[src/rtl/refresh_sched_pkg.sv]
package refresh_sched_pkg;
  typedef enum logic [1:0] {
    CMD_NOP  = 2'd0,
    CMD_PREA = 2'd1,
    CMD_AREF = 2'd2,
    CMD_SREF = 2'd3
  } cmd_e;

  typedef enum logic [2:0] {
    ST_IDLE, ST_WAIT, ST_PREA, ST_AREF, ST_GAP, ST_SRE, ST_SR, ST_SRX
  } state_e;
endpackage

[src/rtl/refresh_interval.sv]
module refresh_interval #(
  parameter int RATE_W = 16
) (
  input  logic              clk,
  input  logic              rst_n,
  input  logic [RATE_W-1:0] rate_i,
  output logic              tick_o
);
  logic [RATE_W-1:0] cnt_q;

  // expire when the count reaches the rate; a lowered rate expires at once
  assign tick_o = (cnt_q >= rate_i);

  always_ff @(posedge clk or negedge rst_n) begin
    if (!rst_n)      cnt_q <= '0;
    else if (tick_o) cnt_q <= '0;
    else             cnt_q <= cnt_q + 1'b1;
  end
endmodule

[src/rtl/refresh_backlog.sv]
module refresh_backlog #(
  parameter int BL_W = 4
) (
  input  logic            clk,
  input  logic            rst_n,
  input  logic            inc_i,
  input  logic            dec_i,
  input  logic            clr_i,
  output logic [BL_W-1:0] count_o
);
  localparam logic [BL_W-1:0] CEIL = {BL_W{1'b1}};

  logic [BL_W-1:0] cnt_q, cnt_d;

  always_comb begin
    cnt_d = cnt_q;
    if (clr_i)                                  cnt_d = '0;
    else if (inc_i && !dec_i && cnt_q != CEIL)  cnt_d = cnt_q + 1'b1;
    else if (dec_i && !inc_i && cnt_q != '0)    cnt_d = cnt_q - 1'b1;
  end

  always_ff @(posedge clk or negedge rst_n) begin
    if (!rst_n) cnt_q <= '0;
    else        cnt_q <= cnt_d;
  end

  assign count_o = cnt_q;
endmodule

[src/rtl/refresh_fsm.sv]
module refresh_fsm
  import refresh_sched_pkg::*;
#(
  parameter int BL_W  = 4,
  parameter int GAP_W = 8
) (
  input  logic             clk,
  input  logic             rst_n,
  input  logic [BL_W-1:0]  pending_i,
  input  logic [BL_W-1:0]  thresh_i,
  input  logic [GAP_W-1:0] trfc_i,
  input  logic [GAP_W-1:0] xsr_i,
  input  logic             sr_req_i,
  input  logic             gnt_i,
  output logic             req_o,
  output logic             urgent_o,
  output logic [1:0]       cmd_o,
  output logic             cke_o,
  output logic             page_inv_o,
  output logic             issue_o,
  output logic             clr_o
);
  state_e           st_q, st_d;
  logic             sr_q, sr_d;
  logic [GAP_W-1:0] gap_q, gap_d;
  logic             gap_last;

  assign gap_last = (gap_q <= GAP_W'(1));

  always_comb begin
    st_d  = st_q;
    sr_d  = sr_q;
    gap_d = gap_q;
    clr_o = 1'b0;
    unique case (st_q)
      ST_IDLE: begin
        if (sr_req_i) begin
          st_d = ST_WAIT;
          sr_d = 1'b1;
        end else if (pending_i != '0) begin
          st_d = ST_WAIT;
          sr_d = 1'b0;
        end
      end
      ST_WAIT: if (gnt_i) st_d = ST_PREA;
      ST_PREA: st_d = sr_q ? ST_SRE : ST_AREF;
      ST_AREF: begin
        st_d  = ST_GAP;
        gap_d = trfc_i;
      end
      ST_GAP: begin
        if (gap_last) st_d = ST_IDLE;
        else          gap_d = gap_q - 1'b1;
      end
      ST_SRE: st_d = ST_SR;
      ST_SR: begin
        if (!sr_req_i) begin
          st_d  = ST_SRX;
          gap_d = xsr_i;
        end
      end
      ST_SRX: begin
        if (gap_last) begin
          st_d  = ST_IDLE;
          clr_o = 1'b1;
        end else begin
          gap_d = gap_q - 1'b1;
        end
      end
      default: st_d = ST_IDLE;
    endcase
  end

  always_ff @(posedge clk or negedge rst_n) begin
    if (!rst_n) begin
      st_q  <= ST_IDLE;
      sr_q  <= 1'b0;
      gap_q <= '0;
    end else begin
      st_q  <= st_d;
      sr_q  <= sr_d;
      gap_q <= gap_d;
    end
  end

  always_comb begin
    cmd_o = CMD_NOP;
    case (st_q)
      ST_PREA: cmd_o = CMD_PREA;
      ST_AREF: cmd_o = CMD_AREF;
      ST_SRE:  cmd_o = CMD_SREF;
      default: cmd_o = CMD_NOP;
    endcase
  end

  assign req_o      = (st_q != ST_IDLE);
  assign urgent_o   = (st_q == ST_WAIT) && !sr_q && (pending_i >= thresh_i);
  assign cke_o      = !((st_q == ST_SRE) || (st_q == ST_SR));
  assign page_inv_o = (st_q == ST_PREA);
  assign issue_o    = (st_q == ST_AREF);
endmodule

[src/rtl/refresh_sched.sv]
module refresh_sched #(
  parameter int RATE_W = 16,
  parameter int BL_W   = 4,
  parameter int GAP_W  = 8
) (
  input  logic              clk,
  input  logic              rst_n,
  input  logic [RATE_W-1:0] rate_i,
  input  logic [GAP_W-1:0]  trfc_i,
  input  logic [GAP_W-1:0]  xsr_i,
  input  logic [BL_W-1:0]   thresh_i,
  input  logic              sr_req_i,
  input  logic              gnt_i,
  output logic              req_o,
  output logic              urgent_o,
  output logic [1:0]        cmd_o,
  output logic              cke_o,
  output logic              page_inv_o,
  output logic [BL_W-1:0]   pending_o
);
  logic tick;
  logic issue;
  logic backlog_clr;

  refresh_interval #(.RATE_W(RATE_W)) u_interval (
    .clk    (clk),
    .rst_n  (rst_n),
    .rate_i (rate_i),
    .tick_o (tick)
  );

  refresh_backlog #(.BL_W(BL_W)) u_backlog (
    .clk     (clk),
    .rst_n   (rst_n),
    .inc_i   (tick),
    .dec_i   (issue),
    .clr_i   (backlog_clr),
    .count_o (pending_o)
  );

  refresh_fsm #(.BL_W(BL_W), .GAP_W(GAP_W)) u_fsm (
    .clk        (clk),
    .rst_n      (rst_n),
    .pending_i  (pending_o),
    .thresh_i   (thresh_i),
    .trfc_i     (trfc_i),
    .xsr_i      (xsr_i),
    .sr_req_i   (sr_req_i),
    .gnt_i      (gnt_i),
    .req_o      (req_o),
    .urgent_o   (urgent_o),
    .cmd_o      (cmd_o),
    .cke_o      (cke_o),
    .page_inv_o (page_inv_o),
    .issue_o    (issue),
    .clr_o      (backlog_clr)
  );
endmodule

[config.mk]
export PLATFORM = sky130hd
export DESIGN_NAME = refresh_sched
export DESIGN_NICKNAME = d
export VERILOG_FILES = /design/src/rtl/refresh_sched_pkg.sv /design/src/rtl/refresh_interval.sv /design/src/rtl/refresh_backlog.sv /design/src/rtl/refresh_fsm.sv /design/src/rtl/refresh_sched.sv
export SDC_FILE = /design/constraint.sdc
export NUM_CORES = 1
export LEC_CHECK = 0
export CAP_MARGIN = 0
export CORE_MARGIN = 10
export CORE_UTILIZATION = 52
export CTS_CLUSTER_DIAMETER = 40
export DETAILED_ROUTE_END_ITERATION = 6
export PLACE_DENSITY = 0.84
export REMOVE_ABC_BUFFERS = 1
export SYNTH_ARGS = -nofsm -noshare
export SYNTH_HDL_FRONTEND = slang
export SYNTH_SLANG_ARGS = --single-unit
[constraint.sdc]
create_clock -name clk -period 3.7 [get_ports clk]
set_input_delay 0.37 -clock clk [delete_from_list [all_inputs] [get_ports clk]]
set_output_delay 0.37 -clock clk [all_outputs]
set_load 0.01 [all_outputs]
# [After elaboration in Yosys (flattened, before gate mapping)]
# Index checks and enable logic that the tools add are counted.
[classes] n_bitwise=0 mul=0 n_eq_ne=13 n_shift=0 n_addsub=4 n_mux=19 n_lt_le_gt_ge=3 div_mod_pow=0 reduce_logical=21
[ops] cell="case mux 8 bit (3 select lines)" n=1
[ops] cell="case mux 3 bit (7 select lines)" n=1
[ops] cell="2-to-1 mux 3 bit" n=6
[ops] cell="adder 16 x 1 -> 16 bit (second input constant)" n=1
[ops] cell=">= comparator 16 bit" n=1
[ops] cell="2-to-1 mux 16 bit" n=1
[ops] cell="2-to-1 mux 8 bit" n=2
[ops] cell="== test 3 bit (second input constant)" n=4
[ops] cell="2-to-1 mux 4 bit" n=3
[ops] cell="nonzero test 3 bit" n=3
[ops] cell="<= comparator 8 x 1 -> 1 bit (second input constant)" n=1
[ops] cell="subtractor 8 x 1 -> 8 bit (second input constant)" n=1
[ops] cell="== test 3 x 2 -> 1 bit (second input constant)" n=2
[ops] cell="logical AND 1 bit" n=6
[ops] cell="!= test 2 bit (second input constant)" n=3
[ops] cell="case mux 2 bit (3 select lines)" n=1
[ops] cell="adder 4 x 1 -> 4 bit (second input constant)" n=1
[ops] cell=">= comparator 4 bit" n=1
[ops] cell="zero test 1 bit" n=4
[ops] cell="2-to-1 mux 1 bit" n=4
[ops] cell="!= test 4 bit (second input constant)" n=1
[ops] cell="AND reduction 4 bit" n=1
[ops] cell="nonzero test 4 bit" n=1
[ops] cell="subtractor 4 x 1 -> 4 bit (second input constant)" n=1
[ops] cell="other kinds (9)" n=9
[totals] reg_bits=32 latchBits=0 input_bits=40 out_inout_bits=10 n_memories=0 rom_bits=0 elab_cells=65 ram_bits=0

# [Depth between registers and ports, before layout]
[depth] word_depth=7 mapped_depth=12 depth_no_buf=12

# [Hierarchy]
# Synthesis repeated with hierarchy kept, for this count alone.
[unflattened] hier_cells=291 area_unflattened_um2=2645.0
[by_module_without_submodules] mod="refresh_interval" area_each_um2=1260.0 seq_area_each_um2=400.4 cells_each=130 n_inst=1
[by_module_without_submodules] mod="refresh_fsm" area_each_um2=1056.0 seq_area_each_um2=300.3 cells_each=129 n_inst=1
[by_module_without_submodules] mod="refresh_backlog" area_each_um2=329.1 seq_area_each_um2=100.1 cells_each=32 n_inst=1

# [Worst setup path after synthesis]
# No wires, ideal clock.
[synth_timing] kind="register -> register" from="register u_interval.cnt_q[0]" to="register u_backlog.cnt_q[3] (netlist: u_backlog.count_o[3])" t_required_ns=3.621 setup_ns=0.079 setup_slack_ns=0.955 path_buffers=0 synth_period_minus_slack_ns=2.745 path_stages_with_launch=13 arrival_time_ns=2.666 cell_sequence="dfrtp_1 inv_1 ha_1 nand2b_1 a2111oi_0 o311ai_1 a22oi_2 ha_1 a21o_1 a21o_1 and2_1 mux2i_1 mux2i_1"
[synth_via] elab_chain_cells=5 word_cells_on_any_way=9 classes_between="1 x order compare; 2 x mux; 6 x reduce/logical"
[synth_rtl] item="from (decl)" line_no="refresh_interval.sv:9" rtl="logic [RATE_W-1:0] cnt_q;"
[synth_rtl] item="from (signal assigned)" line_no="refresh_interval.sv:17" rtl="else cnt_q <= cnt_q + 1'b1;"
[synth_rtl] item=">= comparator 16 bit *" line_no="refresh_interval.sv:12" rtl="assign tick_o = (cnt_q >= rate_i);"
[synth_rtl] item="logical AND 1 bit / zero test 1 bit (equally long branches)" line_no="refresh_backlog.sv:18, refresh_backlog.sv:19"
[synth_rtl] item="logical AND 1 bit, on equally long branches" line_no="refresh_backlog.sv:18, refresh_backlog.sv:19"
[synth_rtl] item="2-to-1 mux 4 bit / logical AND 1 bit (equally long branches)" line_no="refresh_backlog.sv:18, refresh_backlog.sv:19"
[synth_rtl] item="2-to-1 mux 4 bit / nonzero test 3 bit (equally long branches)"
[synth_rtl] item="to (signal assigned)" line_no="refresh_backlog.sv:24" rtl="else cnt_q <= cnt_d;"
[synth_rtl] item="to (decl)" line_no="refresh_backlog.sv:13" rtl="logic [BL_W-1:0] cnt_q, cnt_d;"
# Every way passes the cells marked *; elsewhere a longest branch is shown, timed or not.
# A chain may end at the register's enable or synchronous reset.

# [Final worst setup path]
[layout_timing] from="input port rate_i[0]" to="register u_backlog.cnt_q[3] (netlist: u_backlog.count_o[3])"
[layout_via] elab_chain_cells=5 word_cells_on_any_way=9 classes_between="1 x order compare; 2 x mux; 6 x reduce/logical"
[layout_rtl] item="from (decl)" line_no="refresh_sched.sv:8" rtl="input logic [RATE_W-1:0] rate_i,"
[layout_rtl] item=">= comparator 16 bit *" line_no="refresh_interval.sv:12"
[layout_rtl] item="logical AND 1 bit / zero test 1 bit (equally long branches)" line_no="refresh_backlog.sv:18, refresh_backlog.sv:19"
[layout_rtl] item="logical AND 1 bit, on equally long branches" line_no="refresh_backlog.sv:18, refresh_backlog.sv:19"
[layout_rtl] item="2-to-1 mux 4 bit / logical AND 1 bit (equally long branches)" line_no="refresh_backlog.sv:18, refresh_backlog.sv:19"
[layout_rtl] item="2-to-1 mux 4 bit / nonzero test 3 bit (equally long branches)"
# Marked as above.

==> reports/summary.txt <==
Yosys top cell area share: 32.42%
Port bufs: 49
Max-cap violations: 0
Mapped cell area: 2470 um2
Initial Util: 52.99%
Detail Placement HPWL: 4488 um
Die X: 88.92 um
Gpl congestion: 0.8471
Share of layout cells above drive strength 1: 6.395%
Diode count: 0
# DRC: 0
First-pass GRT wire length: 10010 um
Switch share: 44.30%
GR Overflow Total: 0
Power Density: 641.2 nW/um2
Yosys reg bits: 32
# resized after CTS: 0
Power, Total: 1978 uW
Initial antenna violation count: 0
H-tree levels: 2
Int Pwr: 1102 uW
# IOs: 50
Synth top cells by count: nor2_1, inv_1, dfrtp_1, ha_1, o21ai_0
Status: complete, no violations
HP Class: in2async
P&R area growth vs syn: 24.92%
GRT busiest layer: met2
RSZ-0062 raised after global routing: false
Synth Warn #: 0
Hold Violations, Final: 0
TNS Setup: 0 ns
Mapped Cells: 294
Met2 Use GR: 26.26%
Starting DRT DRC Count: 119
Post-CTS Setup Bufs: 0
Clock Pin Slew Worst Setup and Hold Paths: 0.06 ns
Critical path startpoint category: primary input
Met1 usage: 18.15%
Wire per inst: 14.57 um
Chip height: 88.92 um
Tightest Pin Transition: 0.6162 ns
Clock insertion delay at the later pin of the skew report: 0.28 ns
Final Skew: 0.003219 ns
Combinational power share: 53.1%
Max Buffers Root-to-Sink: 2
Clock Sinks: 32
Gr usage total: 15.59%
Final Max Tran Viols: 0
CTS Root Cell: clkbuf_8
Number of flops mapped to enable cells by yosys: 0
Achievable Freq: 0.3241 GHz
Cts bufs inserted: 5
Pin count of the biggest net entering global routing: 33
Final setup fails: 0
Worst R2R Start: u_interval.cnt_q[0]
Sequential share of the synthesized area: 32.42%
WP data required: 3.91 ns
Met3 Track Usage GR: 5.561%
Async set or reset register ratio after synthesis: 100.0%
Critical path type: in2reg
Largest cells by area after synthesis: dfrtp_1, ha_1, nor2_1
Tmin final: 3.086 ns
Register share of total power: 34.2%
Vias per cell: 5.661
Post-synth top area cell: dfrtp_1
Leakage dissipation: 0.001437 uW
Slew margin rel.: 58.92%
Final period util: 83.39%
Vias in the first global route: 2241
Clock Power Share: 12.7%
Final nets: 410
Pre-antenna DRT Iters: 4
Crit-path max FO: 4
Routed WL: 5800 um
Setup crit start: rate_i[0]
Netlist cell types: 49
Most common flop cell mapped by yosys: dfrtp_1
Max IR drop VDD: 0.0004602 V
Vias after detailed routing: 2253
Antenna Violating Nets Remaining: 0
CTS tree: done
CP arrival: 3.29 ns
Mean post-synth cell area: 8.401 um2
NetSw: 876.5 uW
CP Capture Type: flop
Most frequent cell after synthesis: nor2_1
Hold-fix buffers at CTS: 0
Die area: 7907 um2
Core area: 4661 um2
Site Rows: 25
==> cell type report <==
type	instances	area [um2]
clock inverters	1	5.005
inverters	35	131.4
multi-input cells	219	1503
clock buffers	6	72.57
well taps	54	67.56
fillers	389	1575
flip-flops and latches	32	800.8
repair buffers	51	505.5
==> per-stage QoR <==
stage	hold WS, ns	cells	worst slack (ns)	area, um2	utilization (%)
2_1_floorplan	0.07441	286	0.9546	2435	-
3_3_place_gp	0.4942	391	0.4553	3008	64.54
3_5_place_dp	0.5165	391	0.2816	3008	64.54
4_1_cts	0.4981	398	0.5904	3085	66.20
5_1_grt	0.5178	398	0.2832	3085	66.20
6_report	0.4820	398	0.6144	3085	66.20
==> worst max-delay path: stages <==
cell and delay, ns:
clkdlybuf4s50_1 0.40, ha_1 0.28, nand2b_1 0.13, a2111oi_0 0.46
o311ai_1 0.24, a22oi_2 0.26, ha_1 0.28, a21o_1 0.17
a21o_1 0.18, and2_1 0.15, mux2i_1 0.17, mux2i_1 0.19
==> sequential cells by signal, summed over array words and instances, names as in the netlist <==
signal / cells
u_backlog.count_o: 4
u_fsm.gap_q: 8
u_fsm.sr_q: 1
u_fsm.st_q: 3
u_interval.cnt_q: 16
==> per-layer routing <==
layer / routed length, um / up-vias
li1: - / 1137
met1: 2585 / 1044
met2: 2750 / 64
met3: 392 / 8
met4: 72 / 0
met5: 0 / -
==> final timing paths <==
path	endpoint	slack, ns	cells after the start
max	u_backlog.count_o[3]	0.61	12
min	u_fsm.gap_q[5]	0.48	2
max reg2reg	u_backlog.count_o[3]	0.63	12
min reg2reg	u_fsm.gap_q[6]	0.53	2
max in group asynchronous	u_fsm.sr_q	2.92	2
min in group clk	u_fsm.gap_q[6]	0.53	2
==> logic make-up (layout without fill, tap and decap cells) <==
kind of cell	after synthesis	in the layout	synth area share (%)
buffers and inverters	43	93	6.738
DFF	32	32	32.42
xor gates and xnor gates	13	13	4.610
AOI/OAI and AO/OA	80	80	22.59
and+or+nand+nor	98	98	19.35
adders and majority gates	26	26	13.48
muxes	2	2	0.8106
==> cells in the final DEF (no fill, tap or decap), drive strengths merged, types with 2 or more instances in the layout <==
cell type,synthesis,routed
xnor2,3,3
o21ai,25,25
a211oi,2,2
nor2,35,35
a31oi,2,2
a21oi,15,15
mux2i,2,2
nand3,10,10
nand4,4,4
a221oi,4,4
o22ai,3,3
nand2b,4,4
a22oi,2,2
o31ai,2,2
ha,25,25
dfrtp,32,32
and2,2,2
nand2,19,19
nor3,9,9
xor2,10,10
a21o,8,8
nor4,2,2
buf,4,2
nor3b,2,2
or3,6,6
and3,4,4
o21a,6,6
inv,35,35
clkbuf,4,6
clkdlybuf4s50,0,49
o32a,2,2
==> power by group through the flow <==
stage	sequential (uW)	combinational, uW	clock (uW)
global route	706	1190	276
finish	677	1050	251
CTS	674	1050	259
floorplan	636	731	0
detailed placement	677	1050	0
global placement	673	1000	0
(Power assumes the default switching activity.)
